`config.mk`:
```
export PLATFORM = sky130hd
export DESIGN_NAME = prefix_doubling_engine
export DESIGN_NICKNAME = d
export VERILOG_FILES = /design/src/rtl/prefix_pkg.sv /design/src/rtl/prefix_combine.sv /design/src/rtl/prefix_round_net.sv /design/src/rtl/prefix_seq_ctrl.sv /design/src/rtl/prefix_doubling_engine.sv
export SDC_FILE = /design/constraint.sdc
export NUM_CORES = 2
export LEC_CHECK = 0
export BUFFER_PORTS_ARGS = -buffer_cell sky130_fd_sc_hd__buf_2
export CAP_MARGIN = 40
export CORE_MARGIN = 2
export CORE_UTILIZATION = 50
export CTS_CLUSTER_DIAMETER = 150
export DETAILED_ROUTE_END_ITERATION = 10
export PLACE_DENSITY = 0.74
export SYNTH_ARGS = -nofsm -noshare
export SYNTH_HDL_FRONTEND = slang
export SYNTH_SLANG_ARGS = --single-unit
```
`constraint.sdc`:
```
create_clock -name clk -period 4.45 [get_ports clk]
set_clock_uncertainty 0.15 [all_clocks]
set_input_delay 0.445 -clock clk [delete_from_list [all_inputs] [get_ports clk]]
set_output_delay 0.445 -clock clk [all_outputs]
set_load 0.05 [all_outputs]
```
`src/rtl/prefix_pkg.sv`:
```
package prefix_pkg;
  typedef enum logic [1:0] {
    OP_ADD     = 2'b00,
    OP_MAX     = 2'b01,
    OP_XOR     = 2'b10,
    OP_ADD_ALT = 2'b11
  } op_e;

  typedef enum logic [1:0] {
    ST_IDLE  = 2'b00,
    ST_RUN   = 2'b01,
    ST_BCAST = 2'b10
  } state_e;
endpackage

```
`src/rtl/prefix_combine.sv`:
```
module prefix_combine
  import prefix_pkg::*;
#(
  parameter int W = 16
) (
  input  op_e          op,
  input  logic [W-1:0] lo,
  input  logic [W-1:0] hi,
  output logic [W-1:0] y
);
  always_comb begin
    unique case (op)
      OP_MAX:  y = (lo > hi) ? lo : hi;
      OP_XOR:  y = lo ^ hi;
      default: y = lo + hi;
    endcase
  end
endmodule

```
`src/rtl/prefix_round_net.sv`:
```
module prefix_round_net
  import prefix_pkg::*;
#(
  parameter int P    = 8,
  parameter int W    = 16,
  parameter int LOGP = $clog2(P)
) (
  input  logic [P*W-1:0]  cur,
  input  logic [LOGP-1:0] round_idx,
  input  op_e             op,
  output logic [P*W-1:0]  nxt
);
  // cand[j][r]: value of entry j if round r (stride 2^r) is applied
  logic [W-1:0] cand [P][LOGP];

  for (genvar j = 0; j < P; j++) begin : g_entry
    for (genvar r = 0; r < LOGP; r++) begin : g_round
      if (j >= (1 << r)) begin : g_upd
        prefix_combine #(.W(W)) u_comb (
          .op (op),
          .lo (cur[(j - (1 << r))*W +: W]),
          .hi (cur[j*W +: W]),
          .y  (cand[j][r])
        );
      end else begin : g_keep
        assign cand[j][r] = cur[j*W +: W];
      end
    end

    always_comb begin
      nxt[j*W +: W] = cur[j*W +: W];
      for (int r = 0; r < LOGP; r++) begin
        if (round_idx == LOGP'(r)) nxt[j*W +: W] = cand[j][r];
      end
    end
  end
endmodule

```
`src/rtl/prefix_seq_ctrl.sv`:
```
module prefix_seq_ctrl
  import prefix_pkg::*;
#(
  parameter int LOGP = 3
) (
  input  logic            clk,
  input  logic            rst_n,
  input  logic            start,
  input  logic [1:0]      op_sel,
  input  logic            bcast_en,
  output logic            load_en,
  output logic            round_en,
  output logic            bcast_step,
  output logic [LOGP-1:0] round_idx,
  output op_e             op_q,
  output logic            busy,
  output logic            done
);
  state_e          state_q;
  logic [LOGP-1:0] rnd_q;
  logic            bc_q;
  logic            done_q;
  logic            last_round;

  assign last_round = (rnd_q == LOGP'(LOGP - 1));
  assign load_en    = (state_q == ST_IDLE) && start;
  assign round_en   = (state_q == ST_RUN);
  assign bcast_step = (state_q == ST_BCAST);
  assign busy       = (state_q != ST_IDLE);
  assign done       = done_q;
  assign round_idx  = rnd_q;

  always_ff @(posedge clk or negedge rst_n) begin
    if (!rst_n) begin
      state_q <= ST_IDLE;
      rnd_q   <= '0;
      bc_q    <= 1'b0;
      op_q    <= OP_ADD;
      done_q  <= 1'b0;
    end else begin
      done_q <= 1'b0;
      unique case (state_q)
        ST_IDLE: begin
          if (start) begin
            state_q <= ST_RUN;
            rnd_q   <= '0;
            bc_q    <= bcast_en;
            op_q    <= op_e'(op_sel);
          end
        end
        ST_RUN: begin
          if (last_round) begin
            if (bc_q) begin
              state_q <= ST_BCAST;
            end else begin
              state_q <= ST_IDLE;
              done_q  <= 1'b1;
            end
          end else begin
            rnd_q <= rnd_q + 1'b1;
          end
        end
        ST_BCAST: begin
          state_q <= ST_IDLE;
          done_q  <= 1'b1;
        end
        default: state_q <= ST_IDLE;
      endcase
    end
  end
endmodule

```
`src/rtl/prefix_doubling_engine.sv`:
```
module prefix_doubling_engine
  import prefix_pkg::*;
#(
  parameter int P = 8,
  parameter int W = 16
) (
  input  logic           clk,
  input  logic           rst_n,
  input  logic           start,
  input  logic [1:0]     op_sel,
  input  logic           bcast_en,
  input  logic [P*W-1:0] load_vec,
  output logic           busy,
  output logic           done,
  output logic [P*W-1:0] result_vec,
  output logic [W-1:0]   bcast_out
);
  // P must be a power of two, at least 2
  localparam int LOGP = $clog2(P);

  logic            load_en;
  logic            round_en;
  logic            bcast_step;
  logic [LOGP-1:0] round_idx;
  op_e             op_q;
  logic [P*W-1:0]  work_q;
  logic [P*W-1:0]  work_nxt;
  logic [W-1:0]    bc_q;

  prefix_seq_ctrl #(.LOGP(LOGP)) u_ctrl (
    .clk        (clk),
    .rst_n      (rst_n),
    .start      (start),
    .op_sel     (op_sel),
    .bcast_en   (bcast_en),
    .load_en    (load_en),
    .round_en   (round_en),
    .bcast_step (bcast_step),
    .round_idx  (round_idx),
    .op_q       (op_q),
    .busy       (busy),
    .done       (done)
  );

  prefix_round_net #(.P(P), .W(W), .LOGP(LOGP)) u_net (
    .cur       (work_q),
    .round_idx (round_idx),
    .op        (op_q),
    .nxt       (work_nxt)
  );

  always_ff @(posedge clk or negedge rst_n) begin
    if (!rst_n) begin
      work_q <= '0;
      bc_q   <= '0;
    end else begin
      if (load_en) begin
        work_q <= load_vec;
        bc_q   <= '0;
      end else if (round_en) begin
        work_q <= work_nxt;
      end else if (bcast_step) begin
        bc_q <= work_q[(P-1)*W +: W];
      end
    end
  end

  assign result_vec = work_q;
  assign bcast_out  = bc_q;
endmodule

```
Word-level counts from Yosys, hierarchy flattened
Index checks and enable logic that the tools add are counted.
{"block": "op_classes", "n_addsub": 18, "multipliers": 0, "div": 0, "n_lt_le_gt_ge": 17, "n_eq_ne": 29, "n_shift": 0, "mux": 70, "bitwise": 17, "reduce_logical": 21}
{"operator": "16-bit two-way mux", "count": 41}
{"operator": "16-bit case mux with 2 select lines", "count": 17}
{"operator": "16-bit adder", "count": 17}
{"operator": "16-bit > comparator", "count": 17}
{"operator": "16-bit XOR", "count": 17}
{"operator": "128-bit two-way mux", "count": 2}
{"operator": "5-bit AND reduction", "count": 7}
{"operator": "4-bit inequality test, second input constant", "count": 6}
{"operator": "5-bit by 4-bit inequality test with 1-bit output, second input constant", "count": 4}
{"operator": "5-bit inequality test, second input constant", "count": 4}
{"operator": "2-bit inequality test, second input constant", "count": 5}
{"operator": "2-bit nonzero test", "count": 5}
{"operator": "4-bit by 3-bit inequality test with 1-bit output, second input constant", "count": 2}
{"operator": "2-bit two-way mux", "count": 3}
{"operator": "3-bit two-way mux", "count": 2}
{"operator": "3-bit case mux with 2 select lines", "count": 1}
{"operator": "2-bit AND reduction", "count": 3}
{"operator": "2-bit by 1-bit == test with 1-bit output, second input constant", "count": 2}
{"operator": "2-bit == test, second input constant", "count": 2}
{"operator": "2-bit case mux with 2 select lines", "count": 1}
{"operator": "4-bit nonzero test", "count": 1}
{"operator": "3-bit by 1-bit adder with 3-bit output, second input constant", "count": 1}
{"operator": "3-bit by 1-bit == test with 1-bit output, second input constant", "count": 1}
{"operator": "3-bit by 2-bit == test with 1-bit output, second input constant", "count": 1}
{"operator": "9 further kinds", "count": 10}
{"block": "totals", "reg_bits": 153, "latchBits": 0, "mem_bits_rw": 0, "mem_bits_ro": 0, "input_bits": 134, "output_inout_bits": 146, "elab_cells": 186, "memories": 0}

Depth between registers and ports, before layout
{"block": "logic_depth", "depth_word": 8, "mapped_depth": 14, "depth_no_buf": 12}

Cells and area by module
From an unflattened synthesis, not the netlist that was laid out.
{"block": "hier_totals", "cells_unflattened": 5203, "hier_area_um2": 39481.6}
{"mod": "prefix_combine (u_net.g_entry[2].g_round[0].g_upd.u_comb ...)", "instances": 11, "cells_each": 245, "area_each_um2": 1739.2, "seq_area_each_um2": 0.0}
{"mod": "prefix_doubling_engine", "instances": 1, "cells_each": 627, "area_each_um2": 6697.7, "seq_area_each_um2": 3603.5}
{"mod": "prefix_combine (u_net.g_entry[6].g_round[2].g_upd.u_comb ...)", "instances": 3, "cells_each": 233, "area_each_um2": 1712.9, "seq_area_each_um2": 0.0}
{"mod": "prefix_round_net", "instances": 1, "cells_each": 363, "area_each_um2": 2765.2, "seq_area_each_um2": 0.0}
{"mod": "prefix_combine (u_net.g_entry[3].g_round[1].g_upd.u_comb)", "instances": 1, "cells_each": 247, "area_each_um2": 1765.4, "seq_area_each_um2": 0.0}
{"mod": "prefix_combine (u_net.g_entry[1].g_round[0].g_upd.u_comb)", "instances": 1, "cells_each": 265, "area_each_um2": 1741.7, "seq_area_each_um2": 0.0}
{"mod": "prefix_combine (u_net.g_entry[7].g_round[1].g_upd.u_comb)", "instances": 1, "cells_each": 256, "area_each_um2": 1682.9, "seq_area_each_um2": 0.0}
{"mod": "prefix_seq_ctrl", "instances": 1, "cells_each": 51, "area_each_um2": 559.3, "seq_area_each_um2": 225.2}

Least setup slack after synthesis
Ideal clock, no wire load.
{"block": "synth_timing", "kind": "register to register", "start": "reg work_q[33], in the netlist result_vec[33]", "end": "reg work_q[44], in the netlist result_vec[44]", "setup_ns": 0.104, "t_arrival_ns": 3.544, "t_required_ns": 4.196, "slack_ns": 0.652, "path_stages_with_launch": 12, "path_buffers": 0, "period_less_slack_ns": 3.798, "cell_sequence": "dfrtp_1 > inv_1 > fa_1 > o21bai_2 > a21oi_2 > or4_4 > a21oi_4 > o21ai_2 > a2111oi_4 > nor4_1 > or4b_1 > o311ai_1"}
{"block": "synth_via", "elab_chain_len": 7, "elab_cells_between_ends": 14, "cone_classes": "2 x add/sub; 2 x order compare; 2 x eq/ne; 7 x mux; 1 x reduce/logical"}
{"element": "start, declared", "line_no": "prefix_doubling_engine.sv:26", "rtl": "logic [P*W-1:0] work_q;"}
{"element": "start signal, assigned", "line_no": "prefix_doubling_engine.sv:58", "rtl": "work_q <= load_vec;"}
{"element": "start signal, assigned", "line_no": "prefix_doubling_engine.sv:61", "rtl": "work_q <= work_nxt;"}
{"element": "16-bit adder", "line_no": "prefix_combine.sv:15", "rtl": "default: y = lo + hi;"}
{"element": "16-bit case mux with 2 select lines", "line_no": "prefix_combine.sv:12", "rtl": "unique case (op)"}
{"element": "16-bit two-way mux (3 in series)", "line_no": "prefix_round_net.sv:33", "rtl": "if (round_idx == LOGP'(r)) nxt[j*W +: W] = cand[j][r];"}
{"element": "128-bit two-way mux", "line_no": "prefix_doubling_engine.sv:60", "rtl": "end else if (round_en) begin"}
{"element": "128-bit two-way mux", "line_no": "prefix_doubling_engine.sv:57", "rtl": "if (load_en) begin"}
Parallel ways exist; a longest one is shown, timed or not. The select of a mux whose other input is x is not followed.
A chain may end at the register's enable or synchronous reset.

Worst setup path after layout
{"block": "layout_timing", "start": "reg work_q[100], in the netlist result_vec[100]", "end": "reg work_q[111], in the netlist result_vec[111]"}
The elaborated chain is that of the path after synthesis.

==> metrics.log <==
INFO  metric critPathCaptureType = register
INFO  metric gp_weighted_congestion = 1.04
INFO  metric setup_ws = 0.467 ns
INFO  metric count_of_h_tree_levels_built_during_cts = 4
INFO  metric first_iter_violations = 5203
INFO  metric timing.critical_path.slowest_stage_cell = a2111oi_0
INFO  metric count_of_flip_flops_with_a_built_in_enable_after_synthesis = 0
INFO  metric synth_most_common_cell = ha_1
INFO  metric grt_use_total = 41.1%
INFO  metric port_buffers = 279
INFO  metric place.detailed.instances = 5035
INFO  metric dieWidth = 249 µm
INFO  metric min_period_over_period = 89.5%
INFO  metric clk_latency = 0.53 ns
INFO  metric hp-class = in -> reg
INFO  metric reg2reg_depth = 12
INFO  metric layout-area-overhead-vs-synth = 12.6%
INFO  metric cts_max_path_buffers = 2
INFO  metric die_height = 249 µm
INFO  metric synthArstFlopShare = 100%
INFO  metric post-route-drc-count = 0
INFO  metric timing.final.max_slew_violations = 0
INFO  metric cpMostUsedCell = inv_1
INFO  metric effective_utilization_at_floorplan = 50.8%
INFO  metric via_count = 34100
INFO  metric ffs_latches_synth = 153
INFO  metric globalRouteOverflowTotal = 0
INFO  metric clk_pin_slew = 0.07 ns
INFO  metric post_synth_top_flop = dfrtp_1
INFO  metric synth_largest_area_cell = ha_1
INFO  metric worst-setup-path-type = reg -> reg
INFO  metric synth_cells = 4036
INFO  metric seq_area_frac_synth = 12.7%
INFO  metric synthDominantCellAreaShare = 22.3%
INFO  metric design.final.nets = 5002
INFO  metric grt_first_pass_wirelength = 195 mm
INFO  metric fp.dieArea = 62100 µm²
INFO  metric timing.final.crit_period = 3.98 ns
INFO  metric crit_path_dat = 4.29 ns
INFO  metric ioPinCount = 280
INFO  metric n_fill_cell = 5715
INFO  metric crit_path_max_incr_delay = 0.83 ns
INFO  metric syn-num-nets = 4723
INFO  metric setup-tns-final = 0 ns
INFO  metric detail_route.wirelength = 133 mm
INFO  metric post_drt_antenna_nets = 0
INFO  metric number_of_global_route_vias_before_repair = 30800
INFO  metric critical_path.startpoint_type = register
INFO  metric synth.avg_cell_area = 7.45 µm²
INFO  metric layout-drive-gt1-share = 12.5%
INFO  metric path_cells = inv_1 > ha_1 > inv_1 > o2111ai_1 > a2111oi_0 > buf_4 > nor3_1 > o21ai_1 > nor2b_1 > mux2i_1 > a31oi_1 > a21oi_1
INFO  metric route.detailed.vias_per_inst = 6.69
INFO  metric hpwl = 99.7 mm
INFO  metric clock_sinks = 153
INFO  metric final_instance_count_without_filler_cells = 5102
INFO  metric fmax = 251 MHz
INFO  metric drt-wirelength-per-cell = 26.1 µm
INFO  metric cell_types_occupying_the_most_area_after_synthesis = ha_1 22%, dfrtp_1 13%, a21oi_1 6.2%
INFO  metric final-hold-violation-count = 0
INFO  metric post_synth_num_cell_types = 101
INFO  metric worst_pin_slew = 1.01 ns
INFO  metric hold_depth = 3
INFO  metric num_rows = 89
INFO  metric netlist_area = 30100 µm²
INFO  metric finalSetupViolCount = 0
INFO  metric tritoncts = yes
INFO  metric cts_made_buffers = 17
INFO  metric cts_root_buf = clkbuf_16
INFO  metric pre_cts_slack = 0.712 ns
INFO  metric synth_common_cells = 536 x ha_1, 373 x a21oi_1, 331 x nand2_1
INFO  metric grt_max_degree = 125
INFO  metric maxSlewHeadroom = 32.2%
INFO  metric rsz0062_at_grt = false
INFO  metric outcome = completed
INFO  metric grt_antenna_before_repair = 0
INFO  metric timing.critical_path.fanout_max = 9
INFO  metric ys.warnings.count = 0
INFO  metric detail_route.first_pass.iterations = 6
INFO  metric timing.critical_path.required = 4.75 ns
INFO  metric drv.max_cap_violation_count = 0
INFO  metric core_box_area = 59200 µm²
[routing by layer]
layer  up-vias  part of all wire (%)  GRT usage [%]
met4         0                   5.4           19.5
met2      2438                    40           58.7
met1     15900                    42           57.5
li1      15400                     -              -
met5         -                     0              0
met3       407                    12           10.3
[critical path, delay by kind of cell (launching register included)]
| kind | cells | cell delay [ns] |
|---|---|---|
| buf+inv | 3 | 0.58 |
| mux | 1 | 0.21 |
| compound gates | 5 | 1.66 |
| simple gates | 2 | 0.33 |
| flops | 1 | 0.62 |
| fa+ha+maj | 1 | 0.36 |
[flip-flops by register name (all words and copies together) (netlist names)]
signal and flops:
bcast_out 16, result_vec 128, u_ctrl.bc_q 1, u_ctrl.done 1, u_ctrl.op_q 2, u_ctrl.round_idx 3, u_ctrl.state_q 2
[what timing repair did]
action / in CTS / in global routing
hold buffers: 34 / 0
gates resized for setup: 0 / 0
buffers inserted: 0 / 0
hold endpoints to repair: 84 / 0
[through the flow]
stage	utilization, %	instance area (µm²)	hold slack [ns]
final	57.2	33900	0.0111
after global routing	57.2	33900	0.0135
after detailed placement	55.6	32900	0.330
after CTS	57.2	33900	0.00224
after global placement	55.5	32900	0.328
after floorplan	-	30100	-0.000591
[final timing paths]
path | from | end | slack [ns]
max reg2reg | result_vec[100]$_DFFE_PN0P_ | result_vec[111]$_DFFE_PN0P_ | 0.47
min reg2reg | bcast_out[4]$_DFFE_PN0P_ | bcast_out[4]$_DFFE_PN0P_ | 0.35
min | load_vec[18] | result_vec[18]$_DFFE_PN0P_ | 0.01
max in group asynchronous | rst_n | result_vec[77]$_DFFE_PN0P_ | 2.68
max | result_vec[100]$_DFFE_PN0P_ | result_vec[111]$_DFFE_PN0P_ | 0.47
min in group asynchronous | rst_n | result_vec[18]$_DFFE_PN0P_ | 0.37
[kinds of logic after synthesis]
kind of cell,count (synthesis),synth area share [%]
compound gates,1421,31.2
xor+xnor,165,4.81
fa+ha+maj,553,23.4
buf+inv,518,6.90
flops,153,12.7
mux,66,2.49
simple gates,1160,18.4
[layout by cell type (no fill, tap or decap), types with 22 or more instances in the layout]
cell	n
a211oi_1	70
a21o_1	35
a21oi_1	372
a221oi_1	89
a22o_1	23
a311oi_1	23
a31oi_1	55
buf_2	278
buf_4	155
dfrtp_1	153
dlygate4sd3_1	34
ha_1	534
inv_1	298
mux2i_1	41
nand2_1	329
nand2b_1	76
nand3_1	76
nand4_1	49
nor2_1	293
nor2b_1	78
nor3_1	108
o211ai_1	89
o21a_1	22
o21ai_0	268
o21ai_1	36
o21bai_1	59
o22ai_1	30
o31ai_1	42
or3_1	39
xnor2_1	118
xor2_1	47
[final cells by class]
type | instances | area (µm²) | share of cell area (%)
Clock buffer | 20 | 457 | 1.35
Multi-Input combinational cell | 3365 | 24300 | 71.7
Inverter | 303 | 1140 | 3.36
Sequential cell | 153 | 3830 | 11.3
Tap cell | 773 | 967 | 2.86
Antenna cell | 1 | 2.50 | 0.00739
Clock inverter | 12 | 163 | 0.480
Timing Repair Buffer | 475 | 3040 | 8.98
Power is left out: the tool's default activity adds up to more than one toggle a clock period on the data nets, which glitch-free logic cannot reach.
